File: src/rtl/mxs_pkg.sv
package mxs_pkg;
    localparam int REG_W = 4;
    localparam logic [REG_W-1:0] IDX_SP = 4'd13;
    localparam logic [REG_W-1:0] IDX_LR = 4'd14;
    localparam logic [REG_W-1:0] IDX_PC = 4'd15;

    typedef enum logic [1:0] {
        OP_PUSH = 2'd0,
        OP_POP  = 2'd1,
        OP_STM  = 2'd2,
        OP_LDM  = 2'd3
    } mxs_op_e;

    typedef enum logic [1:0] {
        S_IDLE  = 2'd0,
        S_XFER  = 2'd1,
        S_WBACK = 2'd2
    } mxs_state_e;
endpackage

File: src/rtl/mxs_plan.sv
module mxs_plan
    import mxs_pkg::*;
#(
    parameter int N_LOW      = 8,
    parameter int AW         = 32,
    parameter int WORD_BYTES = 4,
    localparam int NB  = N_LOW + 1,
    localparam int CW  = $clog2(NB + 1),
    localparam int BSW = $clog2(N_LOW)
) (
    input  logic [1:0]       op,
    input  logic [N_LOW-1:0] reg_list,
    input  logic             extra_en,
    input  logic [BSW-1:0]   base_sel,
    input  logic [AW-1:0]    base_val,
    output logic [NB-1:0]    mask,
    output logic [AW-1:0]    first_addr,
    output logic [AW-1:0]    new_base,
    output logic [REG_W-1:0] base_idx,
    output logic             is_load
);
    logic          is_stack;
    logic [CW-1:0] count;
    logic [AW-1:0] span;

    assign is_stack = (op == OP_PUSH) || (op == OP_POP);
    assign mask     = {extra_en & is_stack, reg_list};

    always_comb begin
        count = '0;
        for (int i = 0; i < NB; i++) begin
            count = count + CW'(mask[i]);
        end
    end

    assign span = AW'(count) * AW'(WORD_BYTES);

    always_comb begin
        unique case (mxs_op_e'(op))
            OP_PUSH: begin
                first_addr = base_val - span;
                new_base   = base_val - span;
                base_idx   = IDX_SP;
                is_load    = 1'b0;
            end
            OP_POP: begin
                first_addr = base_val;
                new_base   = base_val + span;
                base_idx   = IDX_SP;
                is_load    = 1'b1;
            end
            OP_STM: begin
                first_addr = base_val;
                new_base   = base_val + span;
                base_idx   = REG_W'(base_sel);
                is_load    = 1'b0;
            end
            default: begin
                first_addr = base_val;
                new_base   = base_val + span;
                base_idx   = REG_W'(base_sel);
                is_load    = 1'b1;
            end
        endcase
    end
endmodule

File: src/rtl/mxs_pick.sv
module mxs_pick #(
    parameter int NB = 9,
    localparam int PW = $clog2(NB)
) (
    input  logic [NB-1:0] vec,
    output logic [PW-1:0] pos,
    output logic [NB-1:0] rest,
    output logic          last
);
    always_comb begin
        pos = '0;
        for (int i = NB - 1; i >= 0; i--) begin
            if (vec[i]) pos = PW'(i);
        end
    end

    assign rest = vec & (vec - NB'(1));
    assign last = (rest == '0);
endmodule

File: src/rtl/mxs_seq.sv
module mxs_seq
    import mxs_pkg::*;
#(
    parameter int N_LOW      = 8,
    parameter int AW         = 32,
    parameter int DW         = 32,
    parameter int WORD_BYTES = 4,
    localparam int NB  = N_LOW + 1,
    localparam int PW  = $clog2(NB),
    localparam int BSW = $clog2(N_LOW)
) (
    input  logic             clk,
    input  logic             rst_n,
    input  logic             start,
    input  logic [1:0]       op,
    input  logic [N_LOW-1:0] reg_list,
    input  logic             extra_en,
    input  logic [BSW-1:0]   base_sel,
    input  logic [AW-1:0]    base_val,
    input  logic [DW-1:0]    rf_rdata,
    input  logic [DW-1:0]    mem_rdata,
    output logic             busy,
    output logic             acc_valid,
    output logic             acc_write,
    output logic [AW-1:0]    acc_addr,
    output logic [REG_W-1:0] acc_reg,
    output logic [DW-1:0]    acc_wdata,
    output logic             rf_we,
    output logic [REG_W-1:0] rf_widx,
    output logic [DW-1:0]    rf_wdata,
    output logic             br_valid,
    output logic [AW-1:0]    br_target,
    output logic             done
);
    mxs_state_e       state;
    logic [NB-1:0]    pend;
    logic [AW-1:0]    addr;
    logic [AW-1:0]    wb_val;
    logic [REG_W-1:0] wb_idx;
    logic             is_load;

    logic [NB-1:0]    p_mask;
    logic [AW-1:0]    p_first;
    logic [AW-1:0]    p_new;
    logic [REG_W-1:0] p_idx;
    logic             p_load;
    logic [PW-1:0]    k_pos;
    logic [NB-1:0]    k_rest;
    logic             k_last;
    logic [REG_W-1:0] xfer_reg;

    mxs_plan #(.N_LOW(N_LOW), .AW(AW), .WORD_BYTES(WORD_BYTES)) u_plan (
        .op(op), .reg_list(reg_list), .extra_en(extra_en),
        .base_sel(base_sel), .base_val(base_val),
        .mask(p_mask), .first_addr(p_first), .new_base(p_new),
        .base_idx(p_idx), .is_load(p_load)
    );

    mxs_pick #(.NB(NB)) u_pick (
        .vec(pend), .pos(k_pos), .rest(k_rest), .last(k_last)
    );

    // State register and working registers
    always_ff @(posedge clk or negedge rst_n) begin
        if (!rst_n) begin
            state   <= S_IDLE;
            pend    <= '0;
            addr    <= '0;
            wb_val  <= '0;
            wb_idx  <= '0;
            is_load <= 1'b0;
        end else begin
            unique case (state)
                S_IDLE: begin
                    if (start) begin
                        pend    <= p_mask;
                        addr    <= p_first;
                        wb_val  <= p_new;
                        wb_idx  <= p_idx;
                        is_load <= p_load;
                        state   <= (p_mask == '0) ? S_WBACK : S_XFER;
                    end
                end
                S_XFER: begin
                    pend <= k_rest;
                    addr <= addr + AW'(WORD_BYTES);
                    if (k_last) state <= S_WBACK;
                end
                S_WBACK: state <= S_IDLE;
                default: state <= S_IDLE;
            endcase
        end
    end

    assign xfer_reg = (k_pos == PW'(N_LOW)) ? (is_load ? IDX_PC : IDX_LR)
                                            : REG_W'(k_pos);

    // Outputs
    always_comb begin
        busy      = (state != S_IDLE);
        acc_valid = 1'b0;
        acc_write = 1'b0;
        acc_addr  = '0;
        acc_reg   = '0;
        acc_wdata = '0;
        rf_we     = 1'b0;
        rf_widx   = '0;
        rf_wdata  = '0;
        br_valid  = 1'b0;
        br_target = '0;
        done      = 1'b0;
        unique case (state)
            S_IDLE: ;
            S_XFER: begin
                acc_valid = 1'b1;
                acc_write = !is_load;
                acc_addr  = addr;
                acc_reg   = xfer_reg;
                if (!is_load) begin
                    acc_wdata = rf_rdata;
                end else if (xfer_reg == IDX_PC) begin
                    br_valid  = 1'b1;
                    br_target = AW'(mem_rdata) & ~AW'(1);
                end else begin
                    rf_we    = 1'b1;
                    rf_widx  = xfer_reg;
                    rf_wdata = mem_rdata;
                end
            end
            S_WBACK: begin
                rf_we    = 1'b1;
                rf_widx  = wb_idx;
                rf_wdata = DW'(wb_val);
                done     = 1'b1;
            end
            default: ;
        endcase
    end

    a_r3_addr_step: assert property (@(posedge clk) disable iff (!rst_n)
        acc_valid && $past(acc_valid) |-> acc_addr == $past(acc_addr) + AW'(WORD_BYTES));
    a_r3_reg_rising: assert property (@(posedge clk) disable iff (!rst_n)
        acc_valid && $past(acc_valid) |-> acc_reg > $past(acc_reg));
    a_r8_done_alone: assert property (@(posedge clk) disable iff (!rst_n)
        done |-> !acc_valid && rf_we);
    a_r8_done_single: assert property (@(posedge clk) disable iff (!rst_n)
        done |=> !done && !busy);
    a_r6_pc_no_write: assert property (@(posedge clk) disable iff (!rst_n)
        br_valid |-> !rf_we && !acc_write && acc_reg == IDX_PC && !br_target[0]);
    a_r9_busy_hold: assert property (@(posedge clk) disable iff (!rst_n)
        acc_valid && !done |=> busy);
endmodule

File: config.mk
export PLATFORM = sky130hd
export DESIGN_NAME = mxs_seq
export DESIGN_NICKNAME = d
export VERILOG_FILES = /design/src/rtl/mxs_pkg.sv /design/src/rtl/mxs_plan.sv /design/src/rtl/mxs_pick.sv /design/src/rtl/mxs_seq.sv
export SDC_FILE = /design/constraint.sdc
export NUM_CORES = 1
export LEC_CHECK = 0
export ABC_CLOCK_PERIOD_IN_PS = 5600
export BUFFER_PORTS_ARGS = -buffer_cell sky130_fd_sc_hd__buf_2
export CAP_MARGIN = 20
export CORE_MARGIN = 3
export CORE_UTILIZATION = 55
export CTS_CLUSTER_DIAMETER = 100
export DETAILED_ROUTE_END_ITERATION = 8
export HOLD_SLACK_MARGIN = 0.03
export PLACE_DENSITY = 0.95
export SLEW_MARGIN = 15
export SYNTH_ARGS = -nofsm -noshare
export SYNTH_HDL_FRONTEND = slang
export SYNTH_SLANG_ARGS = --single-unit
File: constraint.sdc
create_clock -name clk -period 5.6 [get_ports clk]
set_clock_uncertainty 0.15 [all_clocks]
set_input_delay 1.4 -clock clk [delete_from_list [all_inputs] [get_ports clk]]
set_output_delay 1.4 -clock clk [all_outputs]
set_load 0.005 [all_outputs]
==> results of run 1 <==
[final cells by class]
type	count	area, um^2
inverter	43	174
fill	961	3440
clock inverter	5	104
multi-input combinational	778	5420
clock buffer	11	243
tap	176	220
antenna	3	7.51
sequential	80	2000
timing repair buffer	314	1790
[registers in the layout, summed over array words and instances, names as in the netlist]
register  count
addr         32
is_load       1
pend          9
wb_idx        4
state         2
wb_val       32
[worst min-delay path, delay by kind of cell (launching register included)]
kind	cells	cell delay (ps)
compound gates	1	60
simple gates	1	40
flops	1	340
[metal layers]
layer  vias up  GRT usage (%)  wire, um
met2       566           58.3     13700
met4         0           17.7      1270
met3       116           5.54      2610
li1       4034              -         -
met1      4184           40.6      9850
met5         -              0         0
[power by group]
group	leakage [nW]	total, W	internal [W]	switching [W]
registers	0.958	0.00118	0.000857	0.000319
clock network	0.170	0.000710	0.000448	0.000261
logic	3.48	0.00252	0.00109	0.00143
[final timing paths]
kind / start / endpoint / slack, ps / cells past startpoint
setup / recovery: reg_list[1] / wb_val[12] / -20 / 17
hold / removal: wb_idx[3] / wb_idx[3] / 330 / 2
setup reg to reg: state[0] / addr[14] / 2490 / 8
hold reg to reg: wb_idx[3] / wb_idx[3] / 330 / 2
max in group asynchronous: rst_n / addr[25] / 3440 / 2
min in group asynchronous: rst_n / wb_val[1] / 830 / 1
[logic make-up (layout without fill, tap and decap cells)]
group / Yosys count / count (layout)
muxes: 17 / 17
xor gates and xnor gates: 29 / 29
buffers and inverters: 124 / 373
adders and majority gates: 28 / 28
and+or+nand+nor: 460 / 460
DFF: 80 / 80
other: 1 / 4
AOI/OAI and AO/OA: 243 / 243
[stage by stage]
step                power [W]  worst slack [ps]  util (%)  instance area (um^2)
CTS                   0.00429              1.70      73.3                  9820
global route          0.00468              -131      74.3                  9960
detailed placement    0.00351              -467      69.8                  9360
global placement      0.00342              -434      69.7                  9350
finish                0.00440             -19.8      74.3                  9960
floorplan             0.00268              -200         -                  7770
[cells in the final DEF (no fill, tap or decap), types with 9 or more instances in the layout]
master / Yosys / final
a21oi_1: 29 / 28
xnor2_1: 20 / 14
clkbuf_16: 0 / 9
and2_1: 99 / 99
inv_1: 41 / 37
buf_2: 4 / 250
or3_1: 9 / 9
o22ai_1: 10 / 10
o21ai_0: 42 / 40
a22oi_1: 40 / 40
nor3_1: 31 / 30
nor2b_1: 35 / 34
o31ai_1: 13 / 13
a211oi_1: 14 / 11
nand2_1: 94 / 93
dfrtp_1: 80 / 80
nor4_1: 23 / 18
nand4_1: 21 / 21
nor2_1: 60 / 58
nand3_1: 26 / 25
and3_1: 11 / 11
or4_1: 11 / 9
ha_1: 21 / 15
a31oi_1: 12 / 11
buf_4: 1 / 55
o21a_1: 11 / 11
mux2i_1: 10 / 10
[timing repair]
| action | 4_1_cts | 5_1_grt |
|---|---|---|
| gates resized for setup | 16 | 24 |
| setup buffers | 2 | 2 |
| pin swaps | 6 | 10 |
| endpoints found under the setup margin | 18 | 35 |
| hold buffers | 0 | 0 |
==> flow_metrics.tcl, run 1 <==
set metrics [dict create \
    synth-simple-area-share_pct 33.9 \
    hold_ws_ps 326 \
    ir_drop_mv 0.238 \
    cts_tree "yes" \
    place_congestion 0.981 \
    timing.final.max_slew_violations 0 \
    synth-compound-area-share_pct 22.4 \
    hpwl_mm 19.5 \
    dieHeight_um 124 \
    ys_types 74 \
    crit_top_cell "fa_1" \
    status "complete, but fails checks" \
    grt_max_degree 75 \
    cp_num_buf_inv 5 \
    critPathMaxStageDelay_ps 530 \
    setup_viol 2 \
    coreArea_um2 13400 \
    cp-start-kind "input port" \
    worst_setup_path_end_kind "flop" \
    ant_nets 0 \
    synth-main-ff-cell "dfrtp_1" \
    hold_viol_final 0 \
    grt_overflow 0 \
    fp-row-count 42 \
    cts_sinks 80 \
    layoutNonFillerInstCount 1410 \
    synth_edf_count 0 \
    setup_slack_ps -19.8 \
    leakage_nw 4.60 \
    critPathArrivalTime_ps 5740 \
    hold_path_class "reg2reg" \
    max_freq_ghz 0.178 \
    cts_root_buffer "clkbuf_16" \
    postSynthAreaPerCell_um2 7.77 \
    dieArea_um2 15300 \
    maxCapViolCount 0 \
    relSlewSlack_pct 27.7 \
    path_delay_family "adder cells" \
    crit_required_ps 5720 \
    clk_pin_slew_ps 70 \
    dr_total_vias 8900 \
    die_x_um 124 \
    synth_top_family_by_area "simple AND/OR/NAND/NOR gates" \
    io_buffers 253 \
    fin_crit_sh_pct 100 \
    synth-seq-cells 80 \
    vias_per_cell 6.31 \
    tightest_slew_ps 1080 \
    grt_first_pass_wirelength_mm 41.2 \
    initial_core_util_pct 56.9 \
    yosysTopAreaCellShare_pct 26.3 \
    clock_latency_ps 360 \
    synthCells 982 \
    syn-num-nets 1123 \
    nets 1367 \
    synth.area.top_cells "dfrtp_1 (26%), and2_1 (8.1%), nand2_1 (4.6%)" \
    syn_area_um2 7630 \
    ys_async_sr_fraction_pct 100 \
    clock_path_buffers 2 \
    dp.cells 1387 \
    synth-adder-area-share_pct 5.28 \
    synth_warnings 0 \
    antenna_found_initial 3 \
    synth_seq_area_share_pct 26.3 \
    synth_xor_area_share_pct 3.33 \
    failed_checks "setup timing" \
    routed_wl_mm 27.5 \
    final.setup.tns_ps -28.5 \
    track_usage_pct 33.9 \
    criticalPathCategory "in2reg" \
    drtIter0Drc 1227 \
    power_density_nw_per_um2 442 \
    yosys.area.top_type "dfrtp_1" \
    rsz0062_at_grt "true" \
    cts.htree.levels 3 \
    first_pass_iters 7 \
    finalCriticalPeriod_ps 5620 \
    drc 0 \
    critical_path.cell_chain "buf_8 > inv_8 > ha_4 > inv_2 > fa_1 > fa_1 > fa_1 > inv_2 > ha_4 > fa_2 > buf_6 > fa_2 > or4_1 > a21oi_2 > o31ai_1 > and3_1 > o31ai_1" \
    numCtsBuffers 9 \
    post_drt_wl_per_cell_um 19.5 \
    drive_gt1_share_pct 33.0 \
    grt_pass1_vias 8404 \
    synth.most_common_cell "and2_1" \
    muxShareOfSynthArea_pct 2.35 \
    crit_slowest_cell "or4_1" \
    synthTopCellsByCount "and2_1 (99), nand2_1 (94), dfrtp_1 (80), clkbuf_1 (65), nor2_1 (60)" \
    io_pins 255 \
    area_delta_synth_final_pct 30.5 \
    worstPathMaxFanout 3 \
]
No activity file was read; power rests on OpenSTA's default activity.
==> run 2: changes to the inputs <==
- ABC_CLOCK_PERIOD_IN_PS: 5600 -> 7230
- clock period: 5.6 -> 7.23 ns (I/O delays scaled with it)
==> run 2 against run 1 <==
The flow now finishes without violations. Combinational power down 31%. Critical path type unchanged. Via count is 1.9% lower. Total power fell by 28%. Largest power group unchanged. Critical endpoint is now addr[22]. Sequential power shrank 23%. Highest routed layer is now met5. Register-to-register slack better by 1700 ps. Global-route usage rose by 0.18 points. First-iteration DRC count fell by 20%.
==> flow_metrics.tcl, run 2 (synthesis results as in run 1) <==
set metrics [dict create \
    status "completed" \
    place_congestion 0.981 \
    area_delta_synth_final_pct 21.5 \
    dr_total_vias 8727 \
    crit_required_ps 7310 \
    ir_drop_mv 0.163 \
    fin_crit_sh_pct 90.4 \
    post_cts_buffers 0 \
    mostFrequentLayoutCells "buf_2 (252), and2_1 (99), nand2_1 (93), dfrtp_1 (80), nor2_1 (59)" \
    cp-start-kind "input port" \
    io_pins 255 \
    fillers 1094 \
    nets 1321 \
    grt_pass1_vias 8264 \
    vias_per_cell 6.41 \
    drive_gt1_share_pct 27.3 \
    timing.final.max_slew_violations 0 \
    antenna_found_initial 1 \
    numCtsBuffers 9 \
    first_pass_iters 6 \
    drtIter0Drc 978 \
    rsz0062_at_grt "false" \
    leakage_nw 4.29 \
    final.setup.tns_ps 0 \
    cts_root_buffer "clkbuf_16" \
    multiInputGateArea_um2 5140 \
    drc 0 \
    coreArea_um2 13400 \
    io_buffers 253 \
    cts_tree "yes" \
    dieHeight_um 124 \
    maxCapViolCount 0 \
    total_power_w 0.00319 \
    holdBufCountCts 0 \
    clk_pin_slew_ps 60 \
    hold_path_class "reg2reg" \
    cts.htree.levels 3 \
    worstPathMaxFanout 10 \
    max_freq_ghz 0.153 \
    routed_wl_mm 26.5 \
    hold_viol_final 0 \
    dieArea_um2 15300 \
    ff_latch_area_um2 2000 \
    setup_viol 0 \
    clock_latency_ps 360 \
    num_antenna_cells 0 \
    critPathArrivalTime_ps 6620 \
    post_drt_wl_per_cell_um 19.5 \
    final_common_cell "buf_2" \
    tightest_slew_ps 906 \
    finalCriticalPeriod_ps 6530 \
    grt_max_degree 81 \
    fp-row-count 42 \
    ant_nets 0 \
    grt_first_pass_wirelength_mm 41.2 \
    reg_top3 "addr: 32 flops, wb_val: 32 flops, pend: 9 flops" \
    track_usage_pct 34.1 \
    power_density_nw_per_um2 344 \
    worst_setup_path_end_kind "flop" \
    initial_core_util_pct 56.9 \
    clock_path_buffers 2 \
    grt_overflow 0 \
    criticalPathCategory "in2reg" \
    relSlewSlack_pct 39.6 \
    ctsResizeCount 0 \
    hpwl_mm 19.3 \
    cts_sinks 80 \
    die_x_um 124 \
]
-- run 2: routing by layer --
layer / GRT usage [%] / wire length, um / up-vias
met5: 0 / 8 / -
met4: 20.9 / 1610 / 2
met3: 7.72 / 2910 / 138
met2: 56.4 / 12700 / 595
met1: 40.1 / 9280 / 4052
li1: - / - / 3940
-- run 2: worst max-delay path, cell delays in order --
cell       delay [ps]
buf_2              90
inv_1              50
ha_1              280
inv_1              50
fa_1              500
fa_1              440
fa_1              500
inv_1              40
ha_1              200
fa_1              380
xnor2_1           160
ha_1              450
o21ba_2           200
o2111ai_1         320
or4_1             590
xor2_1            190
a221oi_1          340
-- run 2: report_power, final --
part / leakage (nW) / switching (W) / total (W) / internal, W
Sequential: 0.958 / 0.000242 / 0.000906 / 0.000664
Clock: 0.161 / 0.000199 / 0.000530 / 0.000331
Combinational: 3.17 / 0.00103 / 0.00175 / 0.000722
-- run 2: through the flow --
step / area [um^2] / utilization (%) / hold WS [ps] / cells / worst slack [ps]
3_5_place_dp: 8900 / 66.4 / 321 / 1344 / 485
3_3_place_gp: 8900 / 66.4 / 304 / 1344 / 575
6_report: 9270 / 69.2 / 332 / 1361 / 697
4_1_cts: 9240 / 69.0 / 335 / 1360 / 751
2_1_floorplan: 7630 / - / 289 / 982 / 635
5_1_grt: 9270 / 69.2 / 364 / 1361 / 536
-- run 2: path summary, 6_finish.rpt --
kind	to	slack [ps]	from	cells after the start
max reg2reg	addr[19]	4170	state[1]	8
min reg2reg	addr[0]	330	addr[0]	2
min	addr[0]	330	addr[0]	2
min in group asynchronous	wb_idx[2]	1270	rst_n	1
max in group asynchronous	addr[21]	5050	rst_n	2
max	addr[22]	700	reg_list[0]	17
-- run 2: area by class of cell --
class / instances / share of cell area (%)
clock buffer: 12 / 2.88
clock inverter: 4 / 0.810
inverter: 43 / 1.74
multi-input combinational: 778 / 55.5
sequential: 80 / 21.6
tap: 176 / 2.38
timing repair buffer: 268 / 15.1
